[config.mk]
export PLATFORM = sky130hd
export DESIGN_NAME = shared_evt_counter
export DESIGN_NICKNAME = d
export VERILOG_FILES = /design/src/rtl/evc_pkg.sv /design/src/rtl/evc_rst_sync.sv /design/src/rtl/evc_qual.sv /design/src/rtl/evc_stage.sv /design/src/rtl/evc_core.sv /design/src/rtl/shared_evt_counter.sv
export SDC_FILE = /design/constraint.sdc
export NUM_CORES = 1
export LEC_CHECK = 0
export ABC_CLOCK_PERIOD_IN_PS = 2000
export BUFFER_PORTS_ARGS = -buffer_cell sky130_fd_sc_hd__buf_4
export CORE_ASPECT_RATIO = 1.25
export CORE_MARGIN = 2
export CORE_UTILIZATION = 25
export DETAILED_ROUTE_END_ITERATION = 8
export PLACE_DENSITY = 0.43
export SYNTH_ARGS = -nofsm -noshare
export SYNTH_HDL_FRONTEND = slang
export SYNTH_HIERARCHICAL = 1
export SYNTH_SLANG_ARGS = --single-unit
[constraint.sdc]
create_clock -name clk -period 2 [get_ports clk]
set_clock_uncertainty 0.15 [all_clocks]
set_input_delay 0 -clock clk [delete_from_list [all_inputs] [get_ports clk]]
set_output_delay 0 -clock clk [all_outputs]
set_load 0.01 [all_outputs]
[src/rtl/evc_pkg.sv]
package evc_pkg;
  localparam int NTHR       = 2;
  localparam int DEF_CNT_W  = 40;
  localparam int SEL_SUP    = 1;
  localparam int SEL_USR    = 0;

  typedef logic [NTHR-1:0][1:0] sel_vec_t;
endpackage

[src/rtl/evc_rst_sync.sv]
module evc_rst_sync #(
  parameter int STAGES = 2
) (
  input  logic clk,
  input  logic rst_n,
  output logic rst_sync_n
);
  logic [STAGES-1:0] shf_q;
  logic [STAGES-1:0] shf_d;

  always_comb begin
    shf_d = {shf_q[STAGES-2:0], 1'b1};
  end

  always_ff @(posedge clk or negedge rst_n) begin
    if (!rst_n) shf_q <= '0;
    else        shf_q <= shf_d;
  end

  assign rst_sync_n = shf_q[STAGES-1];
endmodule

[src/rtl/evc_qual.sv]
module evc_qual
  import evc_pkg::*;
(
  input  sel_vec_t            sel,
  input  logic [NTHR-1:0]     priv,
  input  logic [NTHR-1:0]     halt,
  output logic                qual,
  output logic                all_halt
);
  logic [NTHR-1:0] sup_bits;
  logic [NTHR-1:0] usr_bits;
  logic [NTHR-1:0] thr_hit;
  logic            sup_any;
  logic            usr_any;

  for (genvar g = 0; g < NTHR; g++) begin : g_thr
    assign sup_bits[g] = sel[g][SEL_SUP];
    assign usr_bits[g] = sel[g][SEL_USR];
  end

  assign sup_any = |sup_bits;
  assign usr_any = |usr_bits;

  for (genvar g = 0; g < NTHR; g++) begin : g_hit
    assign thr_hit[g] = priv[g] ? sup_any : usr_any;
  end

  assign qual     = (sup_any & usr_any) | (|thr_hit);
  assign all_halt = &halt;
endmodule

[src/rtl/evc_stage.sv]
module evc_stage (
  input  logic clk,
  input  logic rst_n,
  input  logic evt_in,
  input  logic qual,
  input  logic all_halt,
  output logic evt_q
);
  logic evt_d;

  always_comb begin
    evt_d = evt_in & qual & ~all_halt;
  end

  always_ff @(posedge clk or negedge rst_n) begin
    if (!rst_n) evt_q <= 1'b0;
    else        evt_q <= evt_d;
  end

  AST_HALT_BLOCKS: assert property (@(posedge clk) disable iff (!rst_n)
    all_halt |=> !evt_q) else $error("halted pair staged an event");
endmodule

[src/rtl/evc_core.sv]
module evc_core #(
  parameter int CNT_W = 40
) (
  input  logic             clk,
  input  logic             rst_n,
  input  logic             inc,
  input  logic             clr,
  input  logic             ld,
  input  logic [CNT_W-1:0] ld_val,
  output logic [CNT_W-1:0] cnt_q,
  output logic             ovf_q
);
  logic [CNT_W-1:0] cnt_d;
  logic             ovf_d;
  logic             carry;
  logic             cnt_en;

  always_comb begin
    cnt_d  = cnt_q;
    ovf_d  = ovf_q;
    carry  = 1'b0;
    if (clr) begin
      cnt_d = '0;
      ovf_d = 1'b0;
    end else if (ld) begin
      cnt_d = ld_val;
    end else if (inc) begin
      {carry, cnt_d} = {1'b0, cnt_q} + {{CNT_W{1'b0}}, 1'b1};
      if (carry) ovf_d = 1'b1;
    end
  end

  assign cnt_en = clr | ld | inc;

  always_ff @(posedge clk or negedge rst_n) begin
    if (!rst_n) begin
      cnt_q <= '0;
      ovf_q <= 1'b0;
    end else if (cnt_en) begin
      cnt_q <= cnt_d;
      ovf_q <= ovf_d;
    end
  end

  AST_CLEAR_ZERO: assert property (@(posedge clk) disable iff (!rst_n)
    clr |=> (cnt_q == '0) && !ovf_q) else $error("clear failed");
  AST_LOAD_VALUE: assert property (@(posedge clk) disable iff (!rst_n)
    (ld && !clr) |=> (cnt_q == $past(ld_val))) else $error("load failed");
  AST_LOAD_KEEPS_OVF: assert property (@(posedge clk) disable iff (!rst_n)
    (ld && !clr) |=> (ovf_q == $past(ovf_q))) else $error("load touched ovf");
  AST_STEP_ONE: assert property (@(posedge clk) disable iff (!rst_n)
    (inc && !ld && !clr) |=> (cnt_q == $past(cnt_q) + 1'b1)) else $error("bad step");
  AST_IDLE_HOLD: assert property (@(posedge clk) disable iff (!rst_n)
    (!inc && !ld && !clr) |=> $stable(cnt_q)) else $error("count drifted");
  AST_OVF_STICKY: assert property (@(posedge clk) disable iff (!rst_n)
    (ovf_q && !clr) |=> ovf_q) else $error("ovf dropped");
  AST_WRAP_SETS_OVF: assert property (@(posedge clk) disable iff (!rst_n)
    (inc && !ld && !clr && (&cnt_q)) |=> ovf_q) else $error("wrap lost");
endmodule

[src/rtl/shared_evt_counter.sv]
module shared_evt_counter
  import evc_pkg::*;
#(
  parameter int CNT_W       = DEF_CNT_W,
  parameter int SYNC_STAGES = 2
) (
  input  logic             clk,
  input  logic             rst_n,
  input  logic [1:0]       t0_sel,
  input  logic [1:0]       t1_sel,
  input  logic             t0_priv,
  input  logic             t1_priv,
  input  logic             t0_halt,
  input  logic             t1_halt,
  input  logic             evt_in,
  input  logic             sw_clr,
  input  logic             sw_ld,
  input  logic [CNT_W-1:0] sw_ld_val,
  output logic [CNT_W-1:0] count,
  output logic             ovf
);
  logic            rst_sync_n;
  sel_vec_t        sel;
  logic [NTHR-1:0] priv;
  logic [NTHR-1:0] halt;
  logic            qual;
  logic            all_halt;
  logic            evt_q;

  assign sel[0] = t0_sel;
  assign sel[1] = t1_sel;
  assign priv   = {t1_priv, t0_priv};
  assign halt   = {t1_halt, t0_halt};

  evc_rst_sync #(.STAGES(SYNC_STAGES)) u_rst (
    .clk        (clk),
    .rst_n      (rst_n),
    .rst_sync_n (rst_sync_n)
  );

  evc_qual u_qual (
    .sel      (sel),
    .priv     (priv),
    .halt     (halt),
    .qual     (qual),
    .all_halt (all_halt)
  );

  evc_stage u_stage (
    .clk      (clk),
    .rst_n    (rst_sync_n),
    .evt_in   (evt_in),
    .qual     (qual),
    .all_halt (all_halt),
    .evt_q    (evt_q)
  );

  evc_core #(.CNT_W(CNT_W)) u_core (
    .clk    (clk),
    .rst_n  (rst_sync_n),
    .inc    (evt_q),
    .clr    (sw_clr),
    .ld     (sw_ld),
    .ld_val (sw_ld_val),
    .cnt_q  (count),
    .ovf_q  (ovf)
  );

  AST_NO_SELECT: assert property (@(posedge clk) disable iff (!rst_sync_n)
    (t0_sel == 2'b00 && t1_sel == 2'b00) |=> !evt_q) else $error("unselected count");
  AST_FULL_SELECT: assert property (@(posedge clk) disable iff (!rst_sync_n)
    (evt_in && !(t0_halt && t1_halt) && (t0_sel == 2'b11 || t1_sel == 2'b11)) |=> evt_q)
    else $error("select-all missed");
  AST_MIXED_SELECT: assert property (@(posedge clk) disable iff (!rst_sync_n)
    (evt_in && !(t0_halt && t1_halt) &&
     ((t0_sel == 2'b01 && t1_sel == 2'b10) || (t0_sel == 2'b10 && t1_sel == 2'b01))) |=> evt_q)
    else $error("mixed select missed");
  AST_RESET_QUIET: assert property (@(posedge clk)
    !rst_sync_n |-> (count == '0) && !ovf) else $error("reset state wrong");
endmodule

==> flow_metrics.tcl, run 1 <==
set metrics [dict create \
    fp-row-count 43 \
    route.detailed.drc 0 \
    io_buffers 93 \
    grt-ovfl-total 0 \
    worstPathRequired_ns 2.05 \
    worstPathArrival_ns 1.94 \
    power.leakage_nw 2.00 \
    die_x_um 99.3 \
    cp_slowest_cell "dfrtp_1" \
    fp.dieH_um 123 \
    synth_edf_count 0 \
    setup.worst_path.start_class "register" \
    post-synth-top-area-fraction_pct 38.8 \
    synthesis.area_sq_um 2840 \
    postSynthCellCount 315 \
    hold_path.class "in -> reg" \
    dieArea_sq_um 12200 \
    yosysUniqueCellTypes 47 \
    clkTransAtPathRegs_ns 0.07 \
    layout_setup_ws_ns 0.102 \
    dp.cells 563 \
    antennaDiodeCount 0 \
    maxCapViolCount 0 \
    fin_crit_ns 1.90 \
    max_stage_delay_ns 0.35 \
    period_share_pct 94.9 \
    holdWs_ns 0.0110 \
    status "completed" \
    synth_top_area_cell "dfrtp_1" \
    final_hold_viol_count 0 \
    synth_fp_nets 369 \
    via_per_inst 4.85 \
    setup_tns_ns 0 \
    final_common_cell "buf_4" \
    initial_utilization_pct 25.6 \
    async_flop_share_pct 100 \
    grt_pass1_wl_um 16200 \
    endpoint_kind "register" \
    vias 3012 \
    drv_slew 0 \
    rsz0062_at_grt "yes" \
    syn_avg_cell_area_sq_um 9.01 \
    route.detailed.wl_per_inst_um 16.3 \
    detailed_place_hpwl_um 7250 \
    power_density_nw_per_um2 525 \
    path_class "reg -> reg" \
    ys_dominant_reg_cell "dfrtp_1" \
    clk-insertion-delay-late_ns 0.29 \
    seq_area_frac_synth_pct 38.8 \
    drtIter0Drc 140 \
    syn2layout_area_growth_pct 64.2 \
    final_cell_mix "134 x buf_4, 47 x dlygate4sd3_1, 40 x dfrtp_1" \
    drt_wl_total_um 10100 \
    htreeDepth 2 \
    power.total_mw 2.45 \
    cts_tree "done" \
    ant_nets 0 \
    path_cells "and4_1, buf_12, nand4_1, nor3_1, xnor2_1, a211oi_1" \
    clockRootBuffer "clkbuf_16" \
    gp_congestion 0.860 \
    first_pass_iters 4 \
    final-instance-count-excl-fill 621 \
    setup_viol 0 \
    fmax_mhz 527 \
    drive_above_1_share_pct 37.0 \
    io_pins 94 \
    antenna_found_initial 0 \
    final_nets 539 \
    place_ws_ns -0.0228 \
    ys_warn_count 6 \
    path_max_fanout 7 \
    peakVddDrop_mv 0.335 \
    core_area_sq_um 11100 \
    clock_sinks 44 \
    grt_start_max_net_pins 60 \
    cts_made_buffers 5 \
    whs_path_depth 2 \
    clock_path_buffers 2 \
    rr_worst_depth 6 \
    ys_ff_latch 44 \
    synth.top_cells.by_area "dfrtp_1 39%, xnor2_1 8.6%, a211oi_1 4.5%" \
    first_global_vias 3134 \
    grt.total_usage_pct 17.0 \
]
==> synth_stat cells, drive strengths merged, types with 4 or more instances <==
| master | count |
|---|---|
| xor2 | 4 |
| and3 | 7 |
| and2 | 4 |
| and4 | 8 |
| nor2 | 33 |
| a211oi | 19 |
| a21oi | 18 |
| nand3 | 12 |
| nand4 | 17 |
| nor4 | 11 |
| inv | 7 |
| dfrtp | 44 |
| nand2 | 27 |
| xnor2 | 28 |
| clkbuf | 13 |
| o21ai | 5 |
| mux2i | 4 |
| nor3 | 18 |
| buf | 9 |
| o21a | 4 |
| o21bai | 4 |
==> per-stage QoR <==
| stage | utilization (%) | area (sq um) |
|---|---|---|
| after floorplan | - | 2840 |
| after global placement | 35.8 | 3960 |
| after detailed placement | 35.8 | 3960 |
| after CTS | 41.4 | 4590 |
| after global routing | 42.1 | 4660 |
| final | 42.1 | 4660 |
==> sequential cells by signal (all words and copies together) (netlist names) <==
name           cells
u_core/ovf_q       1
u_stage/evt_q      1
u_core/cnt_q      40
u_rst/shf_q        2
==> worst paths after layout <==
kind / slack, ns / from / end
max in group asynchronous: 1.12 / rst_n / u_rst/shf_q[1]
worst min-delay path: 0.01 / sw_clr / u_core/cnt_q[4]
worst max-delay path: 0.10 / u_core/cnt_q[7] / u_core/cnt_q[22]
worst max register to register: 0.10 / u_core/cnt_q[7] / u_core/cnt_q[22]
worst min register to register: 0.08 / u_rst/shf_q[1] / u_core/cnt_q[39]
min in group asynchronous: 0.08 / u_rst/shf_q[1] / u_core/cnt_q[39]
==> critical path: cells and delay by family (launching register included) <==
family / cells / cell delay [ns]
AO/OA/AOI/OAI: 1 / 0.24
XOR/XNOR: 1 / 0.12
buffers and inverters: 1 / 0.14
flip-flops: 1 / 0.35
AND/OR/NAND/NOR: 3 / 0.80
==> area by class of cell <==
| class | instances | area (sq um) |
|---|---|---|
| sequential | 44 | 1110 |
| tap | 135 | 169 |
| multi-input combinational | 242 | 1650 |
| clock buffer | 6 | 139 |
| timing repair buffer | 185 | 1560 |
| clock inverter | 2 | 10.0 |
| inverter | 7 | 26.3 |
| fill | 1142 | 6420 |
==> power breakdown <==
part	internal (mW)	total (mW)	switching, mW
sequential	0.945	0.993	0.0484
clock	0.494	0.872	0.378
combinational	0.326	0.581	0.255
total	1.77	2.45	0.682
==> layer usage <==
metal	vias to the layer above	GRT usage, %	wire [um]
li1	1476	-	-
met1	1449	20.2	4130
met2	72	30.8	5320
met3	15	2.60	390
met4	0	6.25	260
met5	-	0	0
==> cells by family after synthesis <==
kind of cell / synth area share, %
simple gates: 31.0
compound gates: 13.6
flops: 38.8
xor+xnor: 9.88
buf+inv: 4.72
mux: 1.41
fa+ha+maj: 0.441
other cells: 0.132
==> what timing repair did <==
action | 4_1_cts | 5_1_grt
pin swaps | 0 | 3
hold buffers | 47 | 0
buffers inserted | 0 | 3
setup endpoints to repair | 4 | 10
hold endpoints to repair | 43 | 0
gates resized for setup | 4 | 13
(Power assumes the default switching activity.)
==> run 2, diff against run 1 <==
Settings changed: REMOVE_ABC_BUFFERS set to 1.
==> flow_metrics.tcl, run 2 (same netlist as run 1, synthesis figures left out) <==
set metrics [dict create \
    final_cell_mix "135 x buf_4, 53 x dlygate4sd3_1, 43 x dfrtp_1" \
    utilization_pct 42.6 \
    grt_pass1_wl_um 15300 \
    seq_area_sq_um 1100 \
    status "completed" \
    place_ws_ns -0.189 \
    grt_start_max_net_pins 44 \
    die_x_um 99.3 \
    fp-row-count 43 \
    route.detailed.wl_per_inst_um 15.3 \
    clk-insertion-delay-late_ns 0.28 \
    reg_top3 "u_core/cnt_q (40), u_rst/shf_q (2)" \
    crit_end "u_core/ovf_q" \
    cts_made_buffers 5 \
    grt.total_usage_pct 15.9 \
    path_max_fanout 7 \
    dieArea_sq_um 12200 \
    setup.worst_path.start_class "register" \
    setup_viol 0 \
    holdWs_ns 0.0343 \
    power.total_mw 2.51 \
    fillers 1125 \
    multiInputGateArea_sq_um 1660 \
    grt-ovfl-total 0 \
    worstPathRequired_ns 2.06 \
    rr_worst_depth 5 \
    regMostFlops "u_core/cnt_q" \
    gp_congestion 0.755 \
    final_nets 545 \
    via_per_inst 4.75 \
    path_class "reg -> reg" \
    relSlewSlack_pct 66.1 \
    worstPathArrival_ns 2.01 \
    period_share_pct 97.8 \
    setup_tns_ns 0 \
    ant_nets 0 \
    antennaDiodeCount 0 \
    clockRootBuffer "clkbuf_16" \
    first_pass_iters 4 \
    fp.dieH_um 123 \
    regToRegEndpoint "u_core/ovf_q" \
    final_hold_viol_count 0 \
    io_buffers 93 \
    antenna_found_initial 0 \
    endpoint_kind "register" \
    power.share.clock_pct 37.4 \
    clock_sinks 44 \
    htreeDepth 2 \
    vias 2977 \
    combPwrFrac_pct 22.8 \
    drive_above_1_share_pct 35.8 \
    drv_slew 0 \
    cts_tree "done" \
    seqPwrFrac_pct 39.7 \
    switching_share_pct 25.8 \
    fin_crit_ns 1.96 \
    power.leakage_nw 2.01 \
    first_global_vias 2936 \
    fmax_mhz 511 \
    maxCapViolCount 0 \
    final_common_cell "buf_4" \
    initial_utilization_pct 25.6 \
    largest_register_ffs 40 \
    syn2layout_area_growth_pct 66.4 \
    route.detailed.drc 0 \
    worst_slew_pin_slew_ns 0.508 \
    clkTransAtPathRegs_ns 0.07 \
    hold_path.class "in -> reg" \
    power.internal_mw 1.86 \
    drt_wl_total_um 9600 \
    layout_setup_ws_ns 0.0441 \
    ff2ff_setup_slack_ns 0.04 \
    worstReg2RegStart "u_core/cnt_q[8]" \
    drtIter0Drc 104 \
    power_density_nw_per_um2 532 \
    detailed_place_hpwl_um 6840 \
    core_area_sq_um 11100 \
    peakVddDrop_mv 0.313 \
    io_pins 94 \
    switchingPower_mw 0.648 \
    cp-startpoint "u_core/cnt_q[8]" \
    clock_path_buffers 2 \
]
-- run 2: final cells by class --
class / instances / area share, %
multi-input combinational: 242 / 35.1
timing repair buffer: 191 / 34.0
sequential: 44 / 23.4
tap: 135 / 3.58
clock buffer: 6 / 2.73
clock inverter: 2 / 0.742
inverter: 7 / 0.557
-- run 2: worst min path at each step --
stage	end	slack, ns	from	depth (start not counted)
after floorplan	u_rst/shf_q[0]	-0.45	rst_n	0
final	u_core/cnt_q[6]	0.03	sw_clr	2
after detailed placement	u_rst/shf_q[0]	-0.36	rst_n	1
after CTS	u_core/cnt_q[4]	0.03	sw_clr	2
after global placement	u_rst/shf_q[0]	-0.36	rst_n	1
after global routing	u_core/cnt_q[6]	0.03	sw_clr	2
-- run 2: repair_timing --
item / in CTS / in global routing
hold buffers: 53 / 0
endpoints found under the hold margin: 43 / 0
pin swaps: 2 / 5
setup endpoints to repair: 5 / 14
resized for setup: 7 / 5
buffers inserted: 0 / 5
-- run 2: metrics by stage --
| step | cell area, sq um | std cells |
|---|---|---|
| global placement | 3940 | 561 |
| global route | 4720 | 627 |
| detailed placement | 3940 | 561 |
| floorplan | 2730 | 293 |
| CTS | 4660 | 622 |
| finish | 4720 | 627 |
-- run 2: routing by layer --
| metal | vias up | track usage, % | part of all wire (%) |
|---|---|---|---|
| met5 | - | 0 | 0 |
| met4 | 0 | 3.85 | 0.83 |
| met3 | 4 | 2.09 | 3.2 |
| met2 | 58 | 28.6 | 52 |
| met1 | 1420 | 20.0 | 44 |
| li1 | 1495 | - | - |
-- run 2: power groups by stage --
stage	combinational [mW]	sequential [mW]	clock, mW
final	0.573	0.997	0.940
after floorplan	0.131	1.06	0
after global placement	0.497	1.01	0
after CTS	0.580	0.999	0.971
after global routing	0.628	1.01	1.01
after detailed placement	0.496	1.02	0
-- run 2: worst max-delay path, stage by stage (launching register included) --
cell and delay [ns]:
dfrtp_1 0.40, and4_4 0.24, buf_12 0.13, nand4_1 0.24, or4_4 0.57, a21oi_1 0.15
